File: src/rtl/rxs_pkg.sv
// Shared types for the dual-input receiver scanner.
// Assumes exactly two receiver inputs, toggled by a one-bit index.
package rxs_pkg;

    localparam int NUM_INPUTS = 2;

    typedef enum logic [2:0] {
        ST_RST  = 3'd0,   // receiver held in reset
        ST_EDID = 3'd1,   // EEPROM open for EDID write
        ST_INIT = 3'd2,   // waiting for receiver initialisation
        ST_SCAN = 3'd3,   // dwelling on one input, waiting for a source
        ST_AUTH = 3'd4,   // authentication requested
        ST_FMT  = 3'd5,   // format readout requested
        ST_LOCK = 3'd6    // link up, configuration valid
    } scan_state_t;

endpackage

File: src/rtl/rxs_cycle_timer.sv
// Counts enabled cycles and pulses expire in the LIMIT-th enabled cycle.
// Assumes LIMIT >= 1; restart or expire returns the count to zero.
module rxs_cycle_timer #(
    parameter int LIMIT = 8
) (
    input  logic clk,
    input  logic rst_n,
    input  logic en,
    input  logic restart,
    output logic expire
);
    localparam int W = $clog2(LIMIT + 1);

    logic [W-1:0] cnt_q;

    // Expire in the last enabled cycle of the window.
    assign expire = en && (cnt_q == W'(LIMIT - 1));

    // Advance the count while enabled, clear on restart or expiry.
    always_ff @(posedge clk) begin
        if (!rst_n) begin
            cnt_q <= '0;
        end else if (restart || expire) begin
            cnt_q <= '0;
        end else if (en) begin
            cnt_q <= cnt_q + 1'b1;
        end
    end
endmodule

File: src/rtl/rxs_debounce.sv
// Declares a level stable after RUN consecutive high samples.
// Assumes clr drops any partial run; stable stays up while raw stays high.
module rxs_debounce #(
    parameter int RUN = 16
) (
    input  logic clk,
    input  logic rst_n,
    input  logic raw,
    input  logic clr,
    output logic stable
);
    localparam int W = $clog2(RUN + 1);

    logic [W-1:0] run_q;

    // Stable once the run length reaches its target.
    assign stable = (run_q == W'(RUN));

    // Count consecutive high samples, saturating at the target.
    always_ff @(posedge clk) begin
        if (!rst_n) begin
            run_q <= '0;
        end else if (clr || !raw) begin
            run_q <= '0;
        end else if (!stable) begin
            run_q <= run_q + 1'b1;
        end
    end
endmodule

File: src/rtl/rx_port_scanner.sv
// Bring-up sequencer and input scanner for a two-input video receiver.
// Order: receiver reset, optional EDID write window, initialisation,
// hot-plug enable, then dwell-based scanning, authentication, format
// readout and lock. Assumes sig_det_i reflects the selected input and
// that all request/acknowledge partners are synchronous to clk.
module rx_port_scanner
    import rxs_pkg::*;
#(
    parameter int RST_CYCLES   = 1000,
    parameter int DWELL_CYCLES = 150_000_000,
    parameter int DEBOUNCE_RUN = 16,
    parameter int CS_W         = 2,
    parameter int DEPTH_W      = 2
) (
    input  logic                  clk,
    input  logic                  rst_n,
    input  logic                  edid_update_i,
    input  logic                  edid_done_i,
    output logic                  eeprom_wp_o,
    output logic                  eeprom_bus_drive_o,
    output logic                  rcv_rst_n_o,
    output logic                  init_req_o,
    input  logic                  init_ack_i,
    output logic [NUM_INPUTS-1:0] hpd_n_o,
    output logic [NUM_INPUTS-1:0] port_act_o,
    output logic                  port_sel_o,
    input  logic                  sig_det_i,
    output logic                  auth_req_o,
    input  logic                  auth_ack_i,
    output logic                  fmt_req_o,
    input  logic                  fmt_ack_i,
    input  logic [CS_W-1:0]       fmt_cspace_i,
    input  logic [DEPTH_W-1:0]    fmt_depth_i,
    output logic [CS_W-1:0]       cfg_cspace_o,
    output logic [DEPTH_W-1:0]    cfg_depth_o,
    output logic                  cfg_valid_o
);

    scan_state_t         state_q, state_d;
    logic                port_q;
    logic [CS_W-1:0]     cspace_q;
    logic [DEPTH_W-1:0]  depth_q;
    logic                rst_done;
    logic                dwell_exp;
    logic                src_ok;
    logic                hpd_on;
    logic                in_scan;

    assign in_scan = (state_q == ST_SCAN);

    // Receiver reset window.
    rxs_cycle_timer #(.LIMIT(RST_CYCLES)) u_rst_timer (
        .clk     (clk),
        .rst_n   (rst_n),
        .en      (state_q == ST_RST),
        .restart (state_q != ST_RST),
        .expire  (rst_done)
    );

    // Per-input dwell window while scanning.
    rxs_cycle_timer #(.LIMIT(DWELL_CYCLES)) u_dwell_timer (
        .clk     (clk),
        .rst_n   (rst_n),
        .en      (in_scan),
        .restart (!in_scan),
        .expire  (dwell_exp)
    );

    // Source qualification on the selected input.
    rxs_debounce #(.RUN(DEBOUNCE_RUN)) u_sig_debounce (
        .clk    (clk),
        .rst_n  (rst_n),
        .raw    (sig_det_i),
        .clr    (!in_scan || dwell_exp),
        .stable (src_ok)
    );

    // Next-state selection for the bring-up sequence.
    always_comb begin
        state_d = state_q;
        unique case (state_q)
            ST_RST:  if (rst_done)    state_d = edid_update_i ? ST_EDID : ST_INIT;
            ST_EDID: if (edid_done_i) state_d = ST_INIT;
            ST_INIT: if (init_ack_i)  state_d = ST_SCAN;
            ST_SCAN: if (src_ok)      state_d = ST_AUTH;
            ST_AUTH: if (auth_ack_i)  state_d = ST_FMT;
            ST_FMT:  if (fmt_ack_i)   state_d = ST_LOCK;
            ST_LOCK: if (!sig_det_i)  state_d = ST_SCAN;
            default:                  state_d = ST_RST;
        endcase
    end

    // State register.
    always_ff @(posedge clk) begin
        if (!rst_n) state_q <= ST_RST;
        else        state_q <= state_d;
    end

    // Input index: starts on input 1, toggles only on an unqualified dwell expiry.
    always_ff @(posedge clk) begin
        if (!rst_n)                            port_q <= 1'b0;
        else if (in_scan && dwell_exp && !src_ok) port_q <= ~port_q;
    end

    // Format capture on the readout acknowledge.
    always_ff @(posedge clk) begin
        if (!rst_n) begin
            cspace_q <= '0;
            depth_q  <= '0;
        end else if (state_q == ST_FMT && fmt_ack_i) begin
            cspace_q <= fmt_cspace_i;
            depth_q  <= fmt_depth_i;
        end
    end

    // Hot-plug is live from scanning onwards.
    assign hpd_on = (state_q == ST_SCAN) || (state_q == ST_AUTH) ||
                    (state_q == ST_FMT)  || (state_q == ST_LOCK);

    // Per-input hot-plug and active-input decode.
    for (genvar p = 0; p < NUM_INPUTS; p++) begin : g_input
        assign hpd_n_o[p]    = ~hpd_on;
        assign port_act_o[p] = hpd_on && (port_q == 1'(p));
    end

    assign port_sel_o         = port_q;
    assign rcv_rst_n_o        = (state_q != ST_RST);
    assign eeprom_wp_o        = (state_q != ST_EDID);
    assign eeprom_bus_drive_o = (state_q == ST_EDID);
    assign init_req_o         = (state_q == ST_INIT);
    assign auth_req_o         = (state_q == ST_AUTH);
    assign fmt_req_o          = (state_q == ST_FMT);
    assign cfg_valid_o        = (state_q == ST_LOCK);
    assign cfg_cspace_o       = cspace_q;
    assign cfg_depth_o        = depth_q;

endmodule

File: config.mk
export PLATFORM = sky130hd
export DESIGN_NAME = rx_port_scanner
export DESIGN_NICKNAME = d
export VERILOG_FILES = /design/src/rtl/rxs_pkg.sv /design/src/rtl/rxs_cycle_timer.sv /design/src/rtl/rxs_debounce.sv /design/src/rtl/rx_port_scanner.sv
export SDC_FILE = /design/constraint.sdc
export NUM_CORES = 1
export LEC_CHECK = 0
export BUFFER_PORTS_ARGS = -buffer_cell sky130_fd_sc_hd__buf_2
export CORE_MARGIN = 1.5
export CORE_UTILIZATION = 52
export DETAILED_ROUTE_END_ITERATION = 8
export GPL_ROUTABILITY_DRIVEN = 0
export GPL_TIMING_DRIVEN = 0
export PLACE_DENSITY = 0.75
export SLEW_MARGIN = 20
export SYNTH_ARGS = -nofsm -noshare
export SYNTH_HDL_FRONTEND = slang
export SYNTH_SLANG_ARGS = --single-unit
File: constraint.sdc
create_clock -name clk -period 1.8 [get_ports clk]
set_clock_uncertainty 0.05 [all_clocks]
set_input_delay 0.36 -clock clk [delete_from_list [all_inputs] [get_ports clk]]
set_output_delay 0.36 -clock clk [all_outputs]
set_load 0.03 [all_outputs]
==> run_results.csv, run 1 <==
group,metric,value,unit
synth,synthesis.nets,298,
synth,syn-mean-instance-area,8.82,µm²
clock_tree,cts_sinks,51,
layout,area_growth,25.2,%
timing,fin_crit,1.82,ns
setup_path,rrSetupSlack,0,ns
route,drtPass1Iterations,5,
clock_tree,clk_pin_slew_worst_paths,0.09,ns
route,drcViolationCount,0,
layout,num_antenna_cells,0,
synth,yosys_warnings,0,
setup_path,slowest_delay,0.38,ns
worst_hold_path,min_from,"fmt_depth_i[0]",
synth,yosysTopAreaCellShare,41.1,%
synth,synth-main-ff-cell,"dfxtp_1",
setup_path,cp_cell_sequence,"and3b_1 > buf_6 > nor2_4 > buf_6 > buf_6",
grt,antenna_found_initial,0,
synth,ys_ff_latch,51,
route,final_antenna_net_count,0,
timing,slew_headroom,70.4,%
timing,report.final.slew_viol_count,0,
power,worst_ir_drop_vdd,422,µV
placement,place_hpwl,3.46,mm
grt,grt_pass1_wl,8.83,mm
power,pwr-share-comb,7.7,%
timing,max_freq,0.551,GHz
route,viasPerCell,5.90,
clock_tree,cts_tree,"done",
synth,synth_most_common_cell,"dfxtp_1",
setup_path,cp_data_required_time,1.39,ns
synth,syn_area,2490,µm²
synth,synth_top_area_cell,"dfxtp_1",
layout,fill_cells,314,
clock_tree,htree_num_levels,2,
layout,drive_gt1_share,33.0,%
floorplan,num_rows,24,
floorplan,start_util,55.6,%
status,violations,"setup timing",
timing,finalSetupViolations,2,
setup_path,start_kind,"flip-flop",
power,swShare,24.7,%
power,sequentialPowerShare,59.0,%
synth,syn_inst,282,
job,drv_cap,0,
placement,dp.cells,361,
setup_path,critPathMaxFanout,5,
setup_path,endpoint_kind,"output port",
timing,fin_crit_sh,101,%
setup_path,cp_slowest_cell,"dfxtp_4",
setup_path,path_class,"reg -> out",
grt,track_usage,21.1,%
floorplan,die_area,5200,µm²
layout,seqCellArea,1050,µm²
synth,synth_common_cells,"51 x dfxtp_1, 33 x nor2_1, 18 x a21oi_1",
setup_path,r2r_end,"u_dwell_timer.cnt_q[20]",
timing,rsz0062_at_grt,"true",
layout,multi_input_area,1490,µm²
status,status,"complete, but fails checks",
synth,ys_async_sr_fraction,0,%
synth,yosysUniqueCellTypes,45,
setup_path,ff2ff_path_depth,7,
clock_tree,cts_made_buffers,5,
layout,num-nets-final,345,
layout,post_layout_nonfiller_instances,382,
floorplan,core,4470,µm²
clock_tree,cts.path.max_buffers,2,
route,vias,2255,
floorplan,chipWidth,72.1,µm
worst_hold_path,hold_depth,3,
grt,grt_max_degree,16,
setup_path,crit_arrival,1.41,ns
grt,grt_pass1_vias,1989,
timing,holdWs,0.230,ns
setup_path,rr_startpoint,"u_dwell_timer.cnt_q[1]",
power,p_leak,1.13,nW
setup_path,path_common_cell,"buf_6",
floorplan,die_y,72.1,µm
synth,synth.area.top_cells,"dfxtp_1 41%, nor2_1 5.0%, xor2_1 4.2%",
timing,post-route-worst-setup-slack,-0.0156,ns
timing,worst_slew_pin_slew,0.441,ns
worst_hold_path,min_to,"cfg_depth_o[0]",
grt,overflow,0,
synth,yosysSeqAreaShare,41.1,%
placement,dp_slack,-0.261,ns
timing,hold_viol,0,
route,routedWlPerCell,14.1,µm
clock_tree,clockRootBuffer,"clkbuf_8",
worst_hold_path,hp-class,"in -> reg",
power,p_switching,0.000483,W
clock_tree,insertion_delay,0.30,ns
power,power_density,628,nW/µm²
power,pwr-share-clk,33.3,%
floorplan,boundaryPins,28,
synth,synth_edf_count,0,
power,power.internal,0.00147,W
route,drt-total-wl,5.39,mm
placement,port_buffers,27,
route,drtIter0Drc,88,
flip-flops by register name, indices dropped and copies added (netlist names):
signal,cells
cfg_cspace_o,2
cfg_depth_o,2
port_sel_o,1
state_q,3
u_dwell_timer.cnt_q,28
u_rst_timer.cnt_q,10
u_sig_debounce.run_q,5
worst max-delay path by stage:
stage	startpoint	slack, ns	to	depth (start not counted)
after floorplan	state_q[1]	0.02	hpd_n_o[1]	4
after global placement	u_dwell_timer.cnt_q[0]	-0.25	u_dwell_timer.cnt_q[20]	6
after detailed placement	u_dwell_timer.cnt_q[0]	-0.26	u_dwell_timer.cnt_q[20]	6
after CTS	state_q[2]	-0.04	hpd_n_o[1]	5
after global routing	state_q[2]	-0.09	u_dwell_timer.cnt_q[20]	7
final	state_q[2]	-0.02	hpd_n_o[1]	5
cells by family after synthesis:
logic type	count (synthesis)	share of synthesized area [%]
xor gates and xnor gates	20	7.05
and+or+nand+nor	127	29.5
buffers and inverters	24	4.63
muxes	8	3.77
adders and majority gates	4	2.01
DFF	51	41.1
AOI/OAI and AO/OA	48	11.9
metal layers:
metal	share of wire, %	track usage, %	vias up	routed length (µm)
li1	-	-	1130	-
met1	46	27.8	1065	2480
met2	48	34.6	50	2590
met3	3.7	4.58	10	202
met4	2.1	6.92	0	115
met5	0	0	-	0
metrics by stage:
| step | cell area [µm²] | util (%) | TNS, ns | total power, W |
|---|---|---|---|---|
| 3_5_place_dp | 2700 | 60.2 | -4.56 | 0.00132 |
| 4_1_cts | 2900 | 64.8 | -0.0645 | 0.00196 |
| 3_3_place_gp | 2700 | 60.2 | -3.56 | 0.00132 |
| 2_1_floorplan | 2490 | - | 0 | 0.00128 |
| 6_report | 3110 | 69.5 | -0.0174 | 0.00196 |
| 5_1_grt | 3110 | 69.5 | -0.599 | 0.00204 |
final cells by class:
class                      count  share of cell area [%]
sequential                    51                    33.8
multi-input combinational    207                    48.0
clock buffer                   6                    2.33
timing repair buffer          41                    8.52
inverter                      11                    1.33
tap                           52                    2.09
clock inverter                 2                   0.402
buffer                        12                    3.54
layout by cell type (no fill, tap or decap), types with 2 or more instances in the layout:
master,instances
nor2_1,31
dfxtp_1,30
buf_2,25
dfxtp_2,19
buf_4,16
a21oi_1,16
nand3_1,14
nand4_1,13
xor2_1,12
nand2_1,11
o21ai_0,10
o31ai_1,10
inv_1,9
xnor2_1,8
or4_1,8
or3_1,8
buf_6,7
clkbuf_8,6
mux2i_1,6
and3_1,5
clkbuf_4,3
and4_4,3
nor4_1,3
nor3_1,3
ha_1,3
inv_2,2
and2_1,2
and3b_1,2
nand2b_1,2
nor4b_2,2
nor4_2,2
and4_1,2
nor4bb_4,2
o211ai_1,2
a21oi_2,2
dfxtp_4,2
power by group through the flow:
stage	combinational, W	clock, W	sequential [W]
detailed placement	0.000137	0	0.00118
CTS	0.000146	0.000661	0.00116
global placement	0.000137	0	0.00118
finish	0.000150	0.000651	0.00115
global route	0.000168	0.000717	0.00116
floorplan	0.0000982	0	0.00118
worst max-delay path, delay by kind of cell (launching register included):
kind	cells	cell delay [ns]
buf+inv	3	0.37
flops	1	0.38
simple gates	2	0.35
what timing repair did:
action,4_1_cts,5_1_grt
hold buffers,0,0
cloned,0,1
pin swaps,3,8
buffers inserted,7,6
endpoints found under the setup margin,39,55
resized for setup,28,60
Power figures use the tool's default switching activity.
==> run 2: changes to the inputs <==
BUFFER_PORTS_ARGS = default   (was -buffer_cell sky130_fd_sc_hd__buf_2)
CELL_PAD_IN_SITES_DETAIL_PLACEMENT = 2   (was default)
CELL_PAD_IN_SITES_GLOBAL_PLACEMENT = 2   (was default)
CORE_UTILIZATION = 34   (was 52)
CTS_CLUSTER_SIZE = 28   (was default)
DONT_BUFFER_PORTS = 1   (was default)
PLACE_DENSITY = default   (was 0.75)
PLACE_DENSITY_LB_ADDON = 0.1   (was default)
==> run 2 against run 1 <==
The flow still finishes with violations (setup timing); clock power is 52% higher; cell count is 9.7% higher; setup slack worse by 0.14 ns; die area is 51% higher; hold slack worse by 0.11 ns; via count is 6.7% higher; critical path depth is 1 lower.
==> run_results.csv, run 2 (synthesis gave the netlist of run 1 again) <==
group,metric,value,unit
status,status,"complete, but fails checks",
status,violations,"setup timing",
setup_path,crit_arrival,1.55,ns
route,routedWlPerCell,22.0,µm
layout,layout_commonest_cell,"dfxtp_1",
timing,post-route-worst-setup-slack,-0.157,ns
worst_hold_path,hold_depth,1,
layout,area_growth,43.2,%
setup_path,critPathMaxFanout,4,
power,power.internal,0.00176,W
setup_path,start_kind,"flip-flop",
layout,num-nets-final,338,
grt,track_usage,19.8,%
grt,overflow,0,
worst_hold_path,hp-class,"in -> reg",
clock_tree,cts_tree,"done",
route,vias,2407,
clock_tree,clk_pin_slew_worst_paths,0.10,ns
layout,top_register,"u_dwell_timer.cnt_q",
timing,rsz0062_at_grt,"true",
route,drcViolationCount,0,
power,power_density,651,nW/µm²
clock_tree,clockRootBuffer,"clkbuf_8",
setup_path,r2r_end,"u_dwell_timer.cnt_q[26]",
layout,drive_gt1_share,48.9,%
timing,worst_slew_pin_slew,0.550,ns
grt,grt_max_degree,17,
setup_path,cp_data_required_time,1.39,ns
route,wl_met1,3.98,mm
placement,port_buffers,0,
power,swShare,24.1,%
clock_tree,htree_num_levels,2,
worst_hold_path,min_to,"state_q[1]",
route,top_layer_used,"met4",
timing,fin_crit,1.96,ns
timing,fin_crit_sh,109,%
grt,grt_pass1_vias,2324,
route,wl_met3,303,µm
layout,largestRegisters,"u_dwell_timer.cnt_q: 28 flops, u_rst_timer.cnt_q: 10 flops, u_sig_debounce.run_q: 5 flops",
grt,grt_pass1_wl,11.8,mm
placement,dp_slack,-0.389,ns
setup_path,path_class,"reg -> out",
route,viasPerCell,5.74,
timing,slew_headroom,63.3,%
floorplan,start_util,35.8,%
timing,max_freq,0.511,GHz
power,pwr-share-comb,7.6,%
setup_path,rrSetupSlack,-0.12,ns
power,p_leak,1.20,nW
route,drt-total-wl,9.22,mm
layout,fill_cells,706,
placement,dp.cells,378,
layout,largest_register_ff_count,28,
floorplan,die_y,88.5,µm
clock_tree,cts_made_buffers,5,
floorplan,chipWidth,88.5,µm
floorplan,core,6940,µm²
timing,setup_tns,-1.91,ns
job,drv_cap,0,
power,worst_ir_drop_vdd,325,µV
timing,report.final.slew_viol_count,0,
route,drtIter0Drc,119,
route,final_antenna_net_count,0,
layout,num_antenna_cells,0,
setup_path,rr_startpoint,"state_q[2]",
route,drtPass1Iterations,4,
timing,finalSetupViolations,37,
power,pwr-share-clk,42.6,%
clock_tree,cts_sinks,51,
clock_tree,cts.path.max_buffers,2,
placement,place_hpwl,4.60,mm
floorplan,num_rows,30,
power,sequentialPowerShare,49.8,%
route,dr_wl_met2,4.78,mm
timing,hold_viol,0,
power,power,0.00232,W
layout,fin_util,51.3,%
layout,final_cell_mix,"27 x dfxtp_1, 26 x buf_4, 23 x nor2_1",
floorplan,boundaryPins,28,
setup_path,ff2ff_path_depth,8,
setup_path,endpoint_kind,"output port",
worst_hold_path,min_from,"rst_n",
grt,antenna_found_initial,0,
power,p_switching,0.000559,W
clock_tree,insertion_delay,0.32,ns
layout,post_layout_nonfiller_instances,419,
floorplan,die_area,7830,µm²
run 2: metal layers:
metal	track usage [%]	vias to the layer above
li1	-	1115
met1	24.7	1229
met2	35.4	47
met3	2.80	16
met4	5.54	0
met5	0	-
run 2: power groups by stage:
stage	clock network (W)	registers [W]	logic [W]
after floorplan	0	0.00118	0.0000982
after global placement	0	0.00118	0.000121
after detailed placement	0	0.00119	0.000121
after CTS	0.000981	0.00116	0.000135
after global routing	0.00104	0.00116	0.000193
final	0.000987	0.00116	0.000176
run 2: worst max-delay path by stage:
stage,startpoint,endpoint,slack [ns],depth (start not counted)
2_1_floorplan,state_q[1],hpd_n_o[1],0.02,4
3_3_place_gp,u_dwell_timer.cnt_q[0],u_dwell_timer.cnt_q[20],-0.33,6
3_5_place_dp,u_dwell_timer.cnt_q[0],u_dwell_timer.cnt_q[20],-0.39,6
4_1_cts,state_q[2],hpd_n_o[1],-0.20,5
5_1_grt,state_q[1],hpd_n_o[1],-0.24,4
6_report,state_q[2],hpd_n_o[1],-0.16,4
run 2: area by class of cell:
| type | count | area, µm² | area share (%) |
|---|---|---|---|
| multi-input cells | 208 | 1760 | 49.5 |
| clock inverters | 3 | 67.6 | 1.90 |
| clock buffers | 5 | 68.8 | 1.93 |
| plain buffers | 12 | 129 | 3.62 |
| inverters | 11 | 43.8 | 1.23 |
| well taps | 96 | 120 | 3.37 |
| flip-flops and latches | 51 | 1070 | 29.9 |
| repair buffers | 33 | 303 | 8.50 |
run 2: timing repair:
item / CTS / global route
buffers inserted: 17 / 14
pin swaps: 9 / 23
endpoints found under the hold margin: 0 / 0
hold buffers: 0 / 0
resized for setup: 55 / 111
setup endpoints to repair: 47 / 55
cloned: 0 / 3
run 2: stage by stage:
step	area, µm²	hold WS (ns)
after global routing	3560	0.0973
final	3560	0.117
after global placement	2620	0.394
after CTS	3030	0.119
after detailed placement	2620	0.408
after floorplan	2490	0.376
run 2: worst max-delay path, cell delays in order, from the launching register on:
cell and delay (ns):
dfxtp_4 0.38, and3b_2 0.22, buf_6 0.13, nor2_4 0.30, buf_6 0.19
==> run 3: changes to the inputs <==
ABC_AREA = 1   (was default)
CORE_UTILIZATION = 32   (was 34)
==> run 3 against run 2 <==
The flow now finishes without violations; largest power group unchanged; critical path type unchanged; critical endpoint unchanged; die area rose by 26%; global-route usage fell by 1.8 points; sequential power barely moved; cell count rose by 37%; synthesized area rose by 19%; synthesized cell count rose by 58%.
==> run_results.csv, run 3 <==
group,metric,value,unit
layout,top_register,"u_dwell_timer.cnt_q",
setup_path,cp_data_required_time,1.39,ns
placement,port_buffers,0,
power,power_density,544,nW/µm²
layout,fin_util,38.3,%
setup_path,critPathMaxFanout,7,
timing,rsz0062_at_grt,"true",
setup_path,crit_arrival,1.38,ns
timing,fin_crit_sh,99.6,%
synth,yosys_warnings,0,
route,vias,2839,
timing,worst_slew_pin_slew,0.431,ns
setup_path,rrSetupSlack,0.15,ns
route,drtIter0Drc,42,
synth,yosysUniqueCellTypes,32,
route,drcViolationCount,0,
synth,ys_async_sr_fraction,0,%
worst_hold_path,hp-class,"in -> reg",
clock_tree,cts_made_buffers,5,
timing,report.final.slew_viol_count,0,
timing,finalSetupViolations,0,
clock_tree,clockRootBuffer,"clkbuf_8",
synth,synth.area.top_cells,"dfxtp_1 34%, nand2_1 14%, nor2_1 9.0%",
power,p_switching,0.000426,W
clock_tree,cts_tree,"done",
floorplan,die_y,99.3,µm
synth,synth_edf_count,0,
synth,yosysTopAreaCellShare,34.4,%
floorplan,chipWidth,99.3,µm
grt,grt_max_degree,15,
timing,hold_viol,0,
worst_hold_path,min_to,"cfg_cspace_o[1]",
placement,dp.cells,554,
route,drtPass1Iterations,4,
synth,synth_most_common_cell,"nand2_1",
power,pwr-share-clk,36.4,%
grt,antenna_found_initial,0,
layout,drive_gt1_share,17.6,%
timing,slew_headroom,71.3,%
route,drt-total-wl,8.48,mm
power,power,0.00184,W
status,status,"completed",
grt,overflow,0,
synth,syn_area,2970,µm²
synth,synthesis.nets,462,
floorplan,start_util,33.5,%
floorplan,boundaryPins,28,
setup_path,r2r_end,"u_rst_timer.cnt_q[7]",
setup_path,start_kind,"flip-flop",
route,viasPerCell,4.94,
synth,synth-main-ff-cell,"dfxtp_1",
floorplan,num_rows,34,
setup_path,path_class,"reg -> out",
route,routedWlPerCell,14.8,µm
layout,area_growth,14.3,%
grt,grt_pass1_wl,14.3,mm
clock_tree,cts_hold_buffers,0,
layout,largest_register_ff_count,28,
job,drv_cap,0,
layout,largestRegisters,"u_dwell_timer.cnt_q: 28 flops, u_rst_timer.cnt_q: 10 flops, u_sig_debounce.run_q: 5 flops",
layout,num_antenna_cells,0,
layout,post_layout_nonfiller_instances,575,
setup_path,endpoint_kind,"output port",
route,final_antenna_net_count,0,
power,swShare,23.1,%
power,pwr-share-comb,1.7,%
clock_tree,cts.path.max_buffers,2,
synth,ys_ff_latch,51,
placement,place_hpwl,6.45,mm
layout,num-nets-final,482,
clock_tree,insertion_delay,0.31,ns
setup_path,rr_startpoint,"state_q[1]",
synth,synth_common_cells,"109 x nand2_1, 71 x nor2_1, 62 x inv_1",
power,p_leak,1.26,nW
power,worst_ir_drop_vdd,267,µV
floorplan,die_area,9860,µm²
power,sequentialPowerShare,61.8,%
layout,layout_commonest_cell,"nand2_1",
layout,fill_cells,1091,
power,power.internal,0.00142,W
setup_path,ff2ff_path_depth,9,
clock_tree,htree_num_levels,2,
worst_hold_path,min_from,"fmt_cspace_i[1]",
grt,track_usage,17.9,%
timing,max_freq,0.558,GHz
clock_tree,cts_sinks,51,
layout,final_cell_mix,"108 x nand2_1, 68 x nor2_1, 56 x inv_1",
floorplan,core,8850,µm²
synth,syn-mean-instance-area,6.65,µm²
synth,syn_inst,446,
grt,grt_pass1_vias,3008,
synth,synth_top_area_cell,"dfxtp_1",
layout,seqCellArea,1020,µm²
clock_tree,clk_pin_slew_worst_paths,0.10,ns
synth,yosysSeqAreaShare,34.4,%
timing,fin_crit,1.79,ns
worst_hold_path,hold_depth,2,
layout,multi_input_area,1720,µm²
==> run 3: critical path, cell delays in order (launching register included) <==
cell	delay, ns
dfxtp_2	0.33
buf_8	0.13
nand2_4	0.09
nor2_8	0.05
a21oi_4	0.15
nand2_4	0.10
inv_6	0.10
buf_6	0.13
==> run 3: kinds of logic (layout without fill, tap and decap cells) <==
family                   count (synthesis)  in the layout  synth area share (%)
XOR/XNOR                                11             11                  3.25
buffers and inverters                   73             94                  10.4
adder cells (fa/ha/maj)                  4              4                  1.69
flip-flops                              51             51                  34.4
AO/OA/AOI/OAI                           29             29                  5.36
AND/OR/NAND/NOR                        278            278                  44.9
==> run 3: cell type report <==
| cell class | instances | area share [%] |
|---|---|---|
| clock inverter | 1 | 0.148 |
| multi-input combinational | 322 | 50.8 |
| timing repair buffer | 13 | 2.88 |
| inverter | 66 | 7.52 |
| clock buffer | 7 | 2.25 |
| buffer | 7 | 2.21 |
| sequential | 51 | 30.2 |
| tap | 108 | 3.98 |
==> run 3: how the worst max path moves through the flow <==
stage | from | to | slack, ns | depth (start not counted)
global placement | state_q[2] | hpd_n_o[1] | -0.05 | 6
CTS | state_q[0] | hpd_n_o[1] | -0.08 | 7
detailed placement | state_q[2] | hpd_n_o[1] | -0.07 | 6
finish | state_q[1] | hpd_n_o[1] | 0.007 | 7
global route | state_q[1] | hpd_n_o[1] | -0.07 | 7
floorplan | state_q[2] | hpd_n_o[1] | 0.15 | 6
==> run 3: per-stage QoR <==
step	instance area [µm²]	setup TNS (ns)	hold slack, ns	setup WS (ns)
6_report	3390	0	0.160	0.00721
5_1_grt	3390	-0.207	0.155	-0.0750
4_1_cts	3270	-0.192	0.152	-0.0790
3_5_place_dp	3100	-0.0696	0.392	-0.0696
3_3_place_gp	3100	-0.0514	0.381	-0.0514
2_1_floorplan	2970	0	0.368	0.153
==> run 3: repair_timing <==
action,4_1_cts,5_1_grt
pin swaps,3,4
setup buffers,7,6
endpoints found under the hold margin,0,0
gates resized for setup,15,18
endpoints found under the setup margin,7,19
==> run 3: metal layers <==
layer / vias up / track usage [%] / part of all wire [%]
met5: - / 0 / 0
met4: 0 / 3.90 / 1.0
met3: 9 / 2.88 / 2.2
met2: 30 / 30.5 / 50
met1: 1364 / 24.0 / 47
li1: 1436 / - / -
==> run 3: power groups by stage <==
stage,Combinational [W],Sequential [W],Clock [W]
finish,0.0000323,0.00114,0.000672
global route,0.0000377,0.00114,0.000754
CTS,0.0000320,0.00114,0.000713
detailed placement,0.0000309,0.00117,0
global placement,0.0000287,0.00117,0
floorplan,0.0000234,0.00116,0
